### config.mk
export PLATFORM = sky130hd
export DESIGN_NAME = sclk_wait_ctrl
export DESIGN_NICKNAME = d
export VERILOG_FILES = /design/src/rtl/sclk_wait_ctrl.sv
export SDC_FILE = /design/constraint.sdc
export NUM_CORES = 1
export LEC_CHECK = 0
export BUFFER_PORTS_ARGS = -buffer_cell sky130_fd_sc_hd__buf_2
export CORE_MARGIN = 2
export CORE_UTILIZATION = 50
export CTS_CLUSTER_SIZE = 8
export DETAILED_ROUTE_END_ITERATION = 10
export PLACE_DENSITY = 0.73
export SLEW_MARGIN = 10
export SYNTH_ARGS = -nofsm -noshare
export SYNTH_HDL_FRONTEND = slang
export SYNTH_SLANG_ARGS = --single-unit
export TNS_END_PERCENT = 10
### constraint.sdc
create_clock -name clk -period 2.8 [get_ports clk]
set_input_delay 0.28 -clock clk [delete_from_list [all_inputs] [get_ports clk]]
set_output_delay 0.28 -clock clk [all_outputs]
set_load 0.005 [all_outputs]
### src/rtl/sclk_wait_ctrl.sv
module sclk_wait_ctrl #(
  parameter int BYTE_BITS   = 8,
  parameter int SYNC_STAGES = 2
) (
  input  logic       clk,
  input  logic       rst_n,
  input  logic       bus_mode,
  input  logic       xfer_start,
  input  logic       ctrl_wr,
  input  logic [3:0] ctrl_wdata,
  input  logic       scl_in,
  input  logic       sda_in,
  output logic       scl_hold,
  output logic       ack_drive,
  output logic       wait_active
);
  localparam int CNT_W = $clog2(BYTE_BITS + 2);
  localparam logic [CNT_W-1:0] ACK_CNT  = CNT_W'(BYTE_BITS);
  localparam logic [CNT_W-1:0] LAST_CNT = CNT_W'(BYTE_BITS + 1);

  logic [SYNC_STAGES:0] scl_sr, sda_sr;
  logic [1:0]       code_q;
  logic             ack_q, wait_q, first_q, match;
  logic [CNT_W-1:0] cnt_q, cnt_nxt;

  always_ff @(posedge clk or negedge rst_n)
    if (!rst_n) begin
      scl_sr <= '1;
      sda_sr <= '1;
    end else begin
      scl_sr <= {scl_sr[SYNC_STAGES-1:0], scl_in};
      sda_sr <= {sda_sr[SYNC_STAGES-1:0], sda_in};
    end

  wire scl_now   = scl_sr[SYNC_STAGES-1];
  wire scl_prev  = scl_sr[SYNC_STAGES];
  wire fall      = scl_prev & ~scl_now;
  wire start_det = bus_mode & scl_now & scl_prev & sda_sr[SYNC_STAGES] & ~sda_sr[SYNC_STAGES-1];
  wire restart   = start_det | (~bus_mode & xfer_start);
  wire wrap      = fall & (cnt_q == LAST_CNT);

  always_comb begin
    if (restart)   cnt_nxt = '0;
    else if (wrap) cnt_nxt = CNT_W'(1);
    else if (fall) cnt_nxt = cnt_q + CNT_W'(1);
    else           cnt_nxt = cnt_q;
  end

  always_comb begin
    case (code_q)
      2'b01:   match = bus_mode ? (cnt_nxt == ACK_CNT) : (cnt_nxt == LAST_CNT);
      2'b10:   match = cnt_nxt == LAST_CNT;
      2'b11:   match = bus_mode & first_q & (cnt_nxt == ACK_CNT);
      default: match = 1'b0;
    endcase
  end

  wire trig = fall & ~restart & match;

  always_ff @(posedge clk or negedge rst_n)
    if (!rst_n) begin
      cnt_q   <= '0;
      first_q <= 1'b0;
      code_q  <= 2'b00;
      ack_q   <= 1'b0;
      wait_q  <= 1'b0;
    end else begin
      cnt_q <= cnt_nxt;
      if (start_det)  first_q <= 1'b1;
      else if (wrap)  first_q <= 1'b0;
      if (ctrl_wr) begin
        code_q <= ctrl_wdata[1:0];
        ack_q  <= ctrl_wdata[3];
        wait_q <= ctrl_wdata[2];
      end else if (trig) begin
        wait_q <= 1'b1;
      end
    end

  assign scl_hold    = wait_q;
  assign wait_active = wait_q;
  assign ack_drive   = bus_mode & ack_q & (cnt_q == ACK_CNT);
endmodule

==> qor.txt, run 1 <==
Synthesis-to-layout area growth -> 13.9%
Crit share post-route -> 59.7%
Post-Syn Area per Cell -> 11.9 sq um
Core Area -> 1330 sq um
FFs w/ async S/R, synth -> 100%
Endpoints failing hold -> 0
Die Area -> 1800 sq um
Max Clock Skew -> 0.00239 ns
Final hold slack -> 0.0878 ns
Clock sink total -> 15
Die X -> 42.5 microns
Yosys reg bits -> 15
Row cnt -> 13
CTS tree -> yes
Hold Path Class -> in -> reg
Top cells by count, synth -> dfrtp_1 (9), dfstp_2 (6), inv_1 (4), nand2_1 (4), nand3_1 (4)
Total power -> 437 uW
Post-layout nets -> 93
Count leader, synth -> dfrtp_1
Slack of the critical path -> 1.13 ns
Max rail drop VDD -> 0.272 mV
DP Wirelength -> 947 microns
Arr. time, crit path -> 1.39 ns
Clk_lat worst skew -> 0.28 ns
Overflow after GRT -> 0
CTS Buf Count -> 3
Drt wl/cell -> 14.1 microns
Top_reg_cell synth -> dfrtp_1
Top Ports -> 14
Slew Viols, Final -> 0
Total track usage -> 18.3%
Post-route DRC -> 0
Syn Inst Count -> 62
Crit path time final -> 1.67 ns
Die extent in y -> 42.5 microns
Synthesized cell area -> 739 sq um
Syn_nets -> 76
Post-synth EDFFs -> 0
Post-Route WL -> 1.31 mm
Final instance area -> 842 sq um
Fin Setup TNS -> 0 ns
Status -> completed
# Max-Cap Violations -> 0
Antenna diodes -> 0
Place WS -> 1.19 ns
Clk buf depth -> 2
Cell variety after synth -> 28
Layout cells sized above 1 -> 41.0%
Setup-failing EPs final -> 0
First-pass GRT wire length -> 2.42 mm
Worst Path Required -> 2.52 ns
Clock transition at path regs -> 0.09 ns
Yosys warns -> 0
Pwr/cell area -> 519 nW/um^2
Seq/Total Area, Yosys -> 51.8%
Leak -> 0.000407 uW
Top-area cell type share of the netlist area -> 30.5%
DR iter-0 viols -> 13
Post-DP Area -> 805 sq um
Fmax -> 598 MHz
Vias in the first global route -> 543
I/O Buffers -> 13
Post-route ant nets -> 0
Worst slew pin tran -> 0.344 ns
CP Capture Type -> primary output
Top post-synthesis cells by area -> dfrtp_1 (30%), dfstp_2 (21%), ha_1 (5.1%)
H-tree levels -> 1
Post-synth top area cell -> dfrtp_1
Via density -> 5.71
Setup Crit Path Kind -> reg -> out
GPL Wtd Cong -> 0.845
1st-pass router iterations -> 4
RSZ-0062 raised after global routing -> false
Starting Density -> 55.4%
Vias -> 531
Largest net degree at the start of global routing -> 16
Initial antenna violation count -> 0
Max-slew headroom at the worst pin -> 76.5%
CP Launch Type -> register
Root Buffer -> clkbuf_4
Worst-path fanout max -> 8
worst max-delay path, stage by stage (launching register included):
cell and delay (ns):
dfrtp_1 0.48, inv_1 0.09, ha_1 0.15, nand3_1 0.07, nor3b_1 0.18, buf_2 0.14
cell usage in the layout (no fill, tap or decap):
master,instances
nand3_1,4
mux2_2,2
dfstp_2,6
nand2_2,1
nand3b_4,1
mux2_1,1
clkinv_2,1
nor3b_1,2
nor2_1,2
o21ai_0,3
nand2_1,4
nor3b_2,1
mux2i_1,2
a2111oi_0,1
inv_1,4
nor2b_2,1
a21oi_1,3
a41oi_2,1
nor2b_1,1
a311oi_2,1
dlygate4sd3_1,1
a32oi_1,1
buf_2,13
dfrtp_1,9
and3b_1,1
clkbuf_4,3
xor2_1,1
a31o_2,1
o21ai_1,3
ha_1,3
final timing paths:
check,to,slack (ns),start,cells past startpoint
max,ack_drive,1.13,cnt_q[0]$_DFF_PN0_,5
min reg2reg,sda_sr[1]$_DFF_PN1_,0.36,sda_sr[0]$_DFF_PN1_,0
max reg2reg,scl_hold$_DFFE_PN0P_,1.17,scl_sr[2]$_DFF_PN1_,5
min,sda_sr[0]$_DFF_PN1_,0.09,sda_in,1
max in group asynchronous,scl_sr[1]$_DFF_PN1_,2.04,rst_n,2
min in group asynchronous,code_q[0]$_DFFE_PN0P_,0.47,rst_n,2
per-layer routing:
layer	wire (microns)	global-route usage, %	part of all wire (%)
met2	618	27.7	47
met3	57	4.31	4.3
met5	0	0	0
met4	51	11.9	3.9
met1	584	23.1	45
through the flow:
| step | instances | util, % |
|---|---|---|
| floorplan | 62 | - |
| global placement | 88 | 60.3 |
| detailed placement | 88 | 60.3 |
| CTS | 93 | 63.1 |
| global route | 93 | 63.1 |
| finish | 93 | 63.1 |
flip-flops by register name (all words and copies together), names as in the netlist:
name      flops
ack_q         1
first_q       1
code_q        2
scl_hold      1
scl_sr        3
cnt_q         4
sda_sr        3
logic make-up after synthesis:
| group | synth area share (%) |
|---|---|
| AOI/OAI and AO/OA | 13.9 |
| xor gates and xnor gates | 1.18 |
| adders and majority gates | 5.08 |
| buffers and inverters | 4.57 |
| DFF | 51.8 |
| muxes | 7.28 |
| and+or+nand+nor | 16.2 |
final cells by class:
type / instances / area, sq um
clock buffer: 3 / 22.5
clock inverter: 1 / 5.00
fill: 116 / 492
inverter: 4 / 15.0
multi-input combinational: 41 / 323
sequential: 15 / 383
tap: 15 / 18.8
timing repair buffer: 14 / 75.1
power by group:
group          internal, uW  total (uW)  switching, uW  leakage (uW)
registers               235         252           17.0      0.000172
clock network          53.0         122           69.0     0.0000177
logic                  30.7        62.5           31.8      0.000217
timing repair:
item                                    in CTS  in global routing
hold buffers                                 1                  0
hold endpoints to repair                     9                  0
endpoints found under the setup margin       0                  0
resized for setup                            0                  0
buffers inserted                             0                  0
(Power assumes the default switching activity.)
==> run 2, diff against run 1 <==
--- a/config.mk
+++ b/config.mk
@@ -6,11 +6,12 @@
 export NUM_CORES = 1
 export LEC_CHECK = 0
 export BUFFER_PORTS_ARGS = -buffer_cell sky130_fd_sc_hd__buf_2
+export CORE_ASPECT_RATIO = 1.2
 export CORE_MARGIN = 2
-export CORE_UTILIZATION = 50
+export CORE_UTILIZATION = 47
 export CTS_CLUSTER_SIZE = 8
 export DETAILED_ROUTE_END_ITERATION = 10
-export PLACE_DENSITY = 0.73
+export PLACE_DENSITY = 0.72
 export SLEW_MARGIN = 10
 export SYNTH_ARGS = -nofsm -noshare
 export SYNTH_HDL_FRONTEND = slang
==> constraint.sdc (replaced) <==
create_clock -name clk -period 1.4 [get_ports clk]
set_input_delay 0.14 -clock clk [delete_from_list [all_inputs] [get_ports clk]]
set_output_delay 0.14 -clock clk [all_outputs]
set_load 0.005 [all_outputs]
==> qor.txt, run 2 (synthesis results as in run 1) <==
Status -> finished with violations
Failing checks -> setup timing
Clk_lat worst skew -> 0.30 ns
Post-route ant nets -> 0
Worst r2r path cells -> 5
I/O Buffers -> 13
CTS tree -> yes
FF-to-FF End -> scl_hold$_DFFE_PN0P_
Max Clock Skew -> 0.00531 ns
CP Capture Type -> register
Place WS -> -0.131 ns
Setup-failing EPs final -> 3
Row cnt -> 15
Initial antenna violation count -> 0
Core Area -> 1460 sq um
Commonest non-fill, non-tap cell in the layout -> buf_4
Drt wl/cell -> 14.1 microns
Die X -> 40.2 microns
Hold depth -> 2
Synthesis-to-layout area growth -> 37.1%
Antenna diodes -> 0
Setup Crit Path Kind -> reg -> reg
Arr. time, crit path -> 1.72 ns
Die extent in y -> 47.5 microns
Hold Path Class -> in -> reg
CP Launch Type -> register
Biggest register -> cnt_q
H-tree levels -> 1
Overflow after GRT -> 0
DP Wirelength -> 1.10 mm
Worst-path fanout max -> 3
Fmax -> 668 MHz
Max-slew headroom at the worst pin -> 79.1%
Total track usage -> 20.0%
Clock transition at path regs -> 0.09 ns
Placed Cells -> 101
Worst Path Required -> 1.63 ns
Slew Viols, Final -> 0
Die Area -> 1910 sq um
Endpoints failing hold -> 0
Post-Layout Cell Count -> 111
Root Buffer -> clkbuf_4
Post-route DRC -> 0
RSZ-0062 raised after global routing -> true
Layout cells sized above 1 -> 53.2%
Clk buf depth -> 2
Slack of the critical path -> -0.0977 ns
Top Ports -> 14
1st-pass router iterations -> 4
Area occupied by multi-input gates -> 367 sq um
HP Start -> ctrl_wdata[3]
Crit path time final -> 1.50 ns
Vias in the first global route -> 536
Post-DP Area -> 891 sq um
# Max-Cap Violations -> 0
Biggest regs -> cnt_q: 4 flops, scl_sr: 3 flops, sda_sr: 3 flops
Clock sink total -> 15
Post-Route WL -> 1.56 mm
Leak -> 0.000502 uW
Pwr/cell area -> 926 nW/um^2
Commonest cells after routing, fill and taps aside -> buf_4 (14), buf_2 (13), dfrtp_1 (9)
Via density -> 5.18
Max rail drop VDD -> 0.742 mV
Total power -> 938 uW
Crit share post-route -> 107%
GPL Wtd Cong -> 0.769
Worst R2R Setup Slack -> -0.1 ns
DR iter-0 viols -> 15
Final instance area -> 1010 sq um
CTS Buf Count -> 3
Post-layout nets -> 109
Worst slew pin tran -> 0.313 ns
Vias -> 575
RR Startpoint -> sda_sr[1]$_DFF_PN1_
Reg area -> 383 sq um
First-pass GRT wire length -> 2.42 mm
Worst Hold End -> ack_q$_DFFE_PN0P_
Filler cell count -> 113
Max FFs per register -> 4
Starting Density -> 50.5%
Largest net degree at the start of global routing -> 16
[run 2: how the worst max path moves through the flow]
stage | start | end
3_3_place_gp | scl_sr[2]$_DFF_PN1_ | scl_hold$_DFFE_PN0P_
4_1_cts | sda_sr[1]$_DFF_PN1_ | scl_hold$_DFFE_PN0P_
5_1_grt | cnt_q[1]$_DFF_PN0_ | scl_hold$_DFFE_PN0P_
6_report | sda_sr[1]$_DFF_PN1_ | scl_hold$_DFFE_PN0P_
2_1_floorplan | cnt_q[1]$_DFF_PN0_ | scl_hold$_DFFE_PN0P_
3_5_place_dp | scl_sr[2]$_DFF_PN1_ | scl_hold$_DFFE_PN0P_
[run 2: area by class of cell]
cell class | instances | share of cell area, %
repair buffers | 30 | 19.8
inverters | 4 | 1.48
flip-flops and latches | 15 | 37.8
multi-input cells | 41 | 36.2
clock inverters | 1 | 0.494
clock buffers | 3 | 2.22
well taps | 17 | 2.10
[run 2: timing repair]
action / 4_1_cts / 5_1_grt
buffers inserted: 2 / 1
endpoints found under the setup margin: 4 / 6
resized for setup: 4 / 5
hold buffers: 3 / 0
endpoints found under the hold margin: 11 / 0
pin swaps: 3 / 2
[run 2: stage by stage]
stage	hold WS, ns	utilization [%]	TNS (ns)
after CTS	0.0585	66.8	-0.281
after global placement	0.0536	60.9	-0.140
after detailed placement	0.0551	60.9	-0.147
after floorplan	-0.156	-	0
final	0.0597	69.2	-0.169
after global routing	0.0670	69.2	-0.472
[run 2: critical path, cell delays in order (launching register included)]
cell and delay [ns]:
dfstp_2 0.54, and3b_2 0.21, a31o_4 0.25, a311oi_4 0.23, nand2_1 0.09, o21ai_1 0.11
[run 2: where the power goes]
part           total (uW)  leakage, uW  internal [uW]  switching, uW
Sequential            501     0.000172            471           29.9
Clock                 250    0.0000177            107            144
Combinational         187     0.000312            101           86.4
[run 2: routing by layer]
metal  GRT usage [%]  routed length, microns
met2            29.7                     800
met3            2.79                      48
met4            14.0                      46
met5               0                       0
met1            26.8                     668
==> run 3, diff against run 2 <==
--- a/config.mk
+++ b/config.mk
@@ -5,6 +5,7 @@
 export SDC_FILE = /design/constraint.sdc
 export NUM_CORES = 1
 export LEC_CHECK = 0
+export ABC_AREA = 1
 export BUFFER_PORTS_ARGS = -buffer_cell sky130_fd_sc_hd__buf_2
 export CORE_ASPECT_RATIO = 1.2
 export CORE_MARGIN = 2
@@ -12,6 +13,7 @@
 export CTS_CLUSTER_SIZE = 8
 export DETAILED_ROUTE_END_ITERATION = 10
 export PLACE_DENSITY = 0.72
+export SKIP_LAST_GASP = 1
 export SLEW_MARGIN = 10
 export SYNTH_ARGS = -nofsm -noshare
 export SYNTH_HDL_FRONTEND = slang
==> qor.txt, run 3 <==
Switching part of the total -> 26.8%
Slack of the critical path -> -0.0198 ns
H-tree levels -> 1
# Max-Cap Violations -> 0
Clock share of power -> 26.4%
Reg area -> 383 sq um
First-pass GRT wire length -> 2.35 mm
Syn Inst Count -> 89
Yosys warns -> 0
Biggest regs -> cnt_q: 4 flops, scl_sr: 3 flops, sda_sr: 3 flops
Top cells by count, synth -> nand2_1 (20), inv_1 (14), dfrtp_1 (9), nor2_1 (9), o21ai_0 (7)
FFs w/ async S/R, synth -> 100%
Status -> finished with violations
Final instance area -> 951 sq um
Core Area -> 1460 sq um
Count leader, synth -> nand2_1
Top_reg_cell synth -> dfrtp_1
Top-area cell type share of the netlist area -> 30.0%
Worst Path Required -> 1.26 ns
Synthesis-to-layout area growth -> 26.7%
Pwr/cell area -> 950 nW/um^2
Commonest non-fill, non-tap cell in the layout -> nand2_1
Yosys reg bits -> 15
Commonest cells after routing, fill and taps aside -> nand2_1 (19), buf_2 (13), inv_1 (12)
Layout cells sized above 1 -> 39.1%
Root Buffer -> clkbuf_4
Vias in the first global route -> 579
Cell family with most CP delay -> flip-flops
Total power -> 903 uW
Clock transition at path regs -> 0.08 ns
Setup-failing EPs final -> 2
Crit share post-route -> 101%
RSZ-0062 raised after global routing -> true
Internal Pwr Total -> 661 uW
Die Area -> 1930 sq um
Antenna diodes -> 0
DP Wirelength -> 1.05 mm
Max Clock Skew -> 0.00128 ns
Sequential Power Share -> 54.6%
Endpoints failing hold -> 0
I/O Buffers -> 13
Post-Syn Area per Cell -> 8.44 sq um
Area occupied by multi-input gates -> 313 sq um
Post-synth EDFFs -> 0
Cell variety after synth -> 19
Top Ports -> 14
Arr. time, crit path -> 1.28 ns
Biggest register -> cnt_q
Slew Viols, Final -> 0
Drt wl/cell -> 11.9 microns
Cells along the critical path -> inv_2 > ha_1 > nand2_1 > nor3_2 > buf_2
Filler cell count -> 115
Starting Density -> 51.3%
Syn_nets -> 103
Synthesized cell area -> 751 sq um
DR iter-0 viols -> 19
Setup Crit Path Kind -> reg -> out
Row cnt -> 15
Post-layout nets -> 130
Clock sink total -> 15
Max FFs per register -> 4
Via density -> 5.02
Leak -> 0.000483 uW
CTS Buf Count -> 3
Post-synth top area cell -> dfrtp_1
Max rail drop VDD -> 0.615 mV
Clk buf depth -> 2
GPL Wtd Cong -> 0.852
Total track usage -> 19.5%
Initial antenna violation count -> 0
Post-DP Area -> 830 sq um
Post-route DRC -> 0
Top post-synthesis cells by area -> dfrtp_1 (30%), dfstp_2 (21%), nand2_1 (10%)
Die X -> 40.5 microns
Worst slew pin tran -> 0.312 ns
Clk_lat worst skew -> 0.28 ns
Largest net degree at the start of global routing -> 16
Overflow after GRT -> 0
Fmax -> 704 MHz
CP Launch Type -> register
CP Capture Type -> primary output
Slowest cell on crit path -> dfrtp_1
1st-pass router iterations -> 4
CTS tree -> yes
WP buf/inv -> 2
Switch Pwr -> 242 uW
Post-Route WL -> 1.58 mm
Seq/Total Area, Yosys -> 51.0%
Crit path time final -> 1.42 ns
Largest stage delay, worst path -> 0.44 ns
Vias -> 662
Hold Path Class -> in -> reg
Worst-path fanout max -> 4
Max-slew headroom at the worst pin -> 79.2%
Die extent in y -> 47.8 microns
Comb power frac -> 19.0%
Failing checks -> setup timing
Post-route ant nets -> 0
[run 3: cells by family (layout without fill, tap and decap cells)]
group | count (synthesis) | count (layout) | share of synthesized area (%)
AND/OR/NAND/NOR | 42 | 42 | 26.0
buffers and inverters | 17 | 43 | 9.00
adder cells (fa/ha/maj) | 3 | 3 | 5.00
AO/OA/AOI/OAI | 12 | 12 | 9.00
flip-flops | 15 | 15 | 51.0
[run 3: worst paths after layout]
kind / startpoint / end / slack [ns] / depth (start not counted)
max: cnt_q[0]$_DFF_PN0_ / ack_drive / -0.02 / 5
min: ctrl_wdata[0] / code_q[0]$_DFFE_PN0P_ / 0.06 / 3
max reg2reg: scl_sr[1]$_DFF_PN1_ / scl_hold$_DFFE_PN0P_ / -0.01 / 8
min reg2reg: scl_sr[0]$_DFF_PN1_ / scl_sr[1]$_DFF_PN1_ / 0.36 / 0
max in group asynchronous: rst_n / sda_sr[2]$_DFF_PN1_ / 0.83 / 2
min in group asynchronous: rst_n / code_q[0]$_DFFE_PN0P_ / 0.28 / 2
[run 3: worst min-delay path, stage by stage]
cell and delay, ns:
buf_2 0.07, nand2_1 0.04, o21ai_0 0.06
[run 3: power by group through the flow]
stage	sequential [uW]	clock [uW]	combinational, uW
2_1_floorplan	496	0	82.5
3_3_place_gp	500	0	119
3_5_place_dp	501	0	124
4_1_cts	491	244	156
5_1_grt	496	266	192
6_report	493	238	172
[run 3: cell type report]
cell class	instances	share of cell area, %
sequential	15	40.3
timing repair buffer	23	15.5
inverter	16	6.32
clock buffer	4	2.76
multi-input combinational	57	32.9
tap	17	2.24
[run 3: per-stage QoR]
step           hold slack (ns)  util [%]  setup TNS [ns]  cells  worst slack [ns]
3_5_place_dp            0.0483      56.7               0    118            0.0430
3_3_place_gp            0.0505      56.7               0    118             0.104
4_1_cts                 0.0598      62.6         -0.0128    129           -0.0128
6_report                0.0592      65.0         -0.0260    132           -0.0198
5_1_grt                 0.0617      65.0          -0.214    132            -0.111
2_1_floorplan           -0.156         -               0     89             0.188
[run 3: repair_timing]
item,in CTS,in global routing
gates resized for setup,1,5
cloned,0,0
pin swaps,0,6
buffers inserted,4,3
endpoints found under the hold margin,11,0
hold buffers,3,0
setup endpoints to repair,1,2
[run 3: routing by layer]
metal  routed length (microns)  global-route usage (%)
met2                       848                    31.7
met3                        76                    2.79
met1                       619                    23.1
met4                        32                    14.0
met5                         0                       0
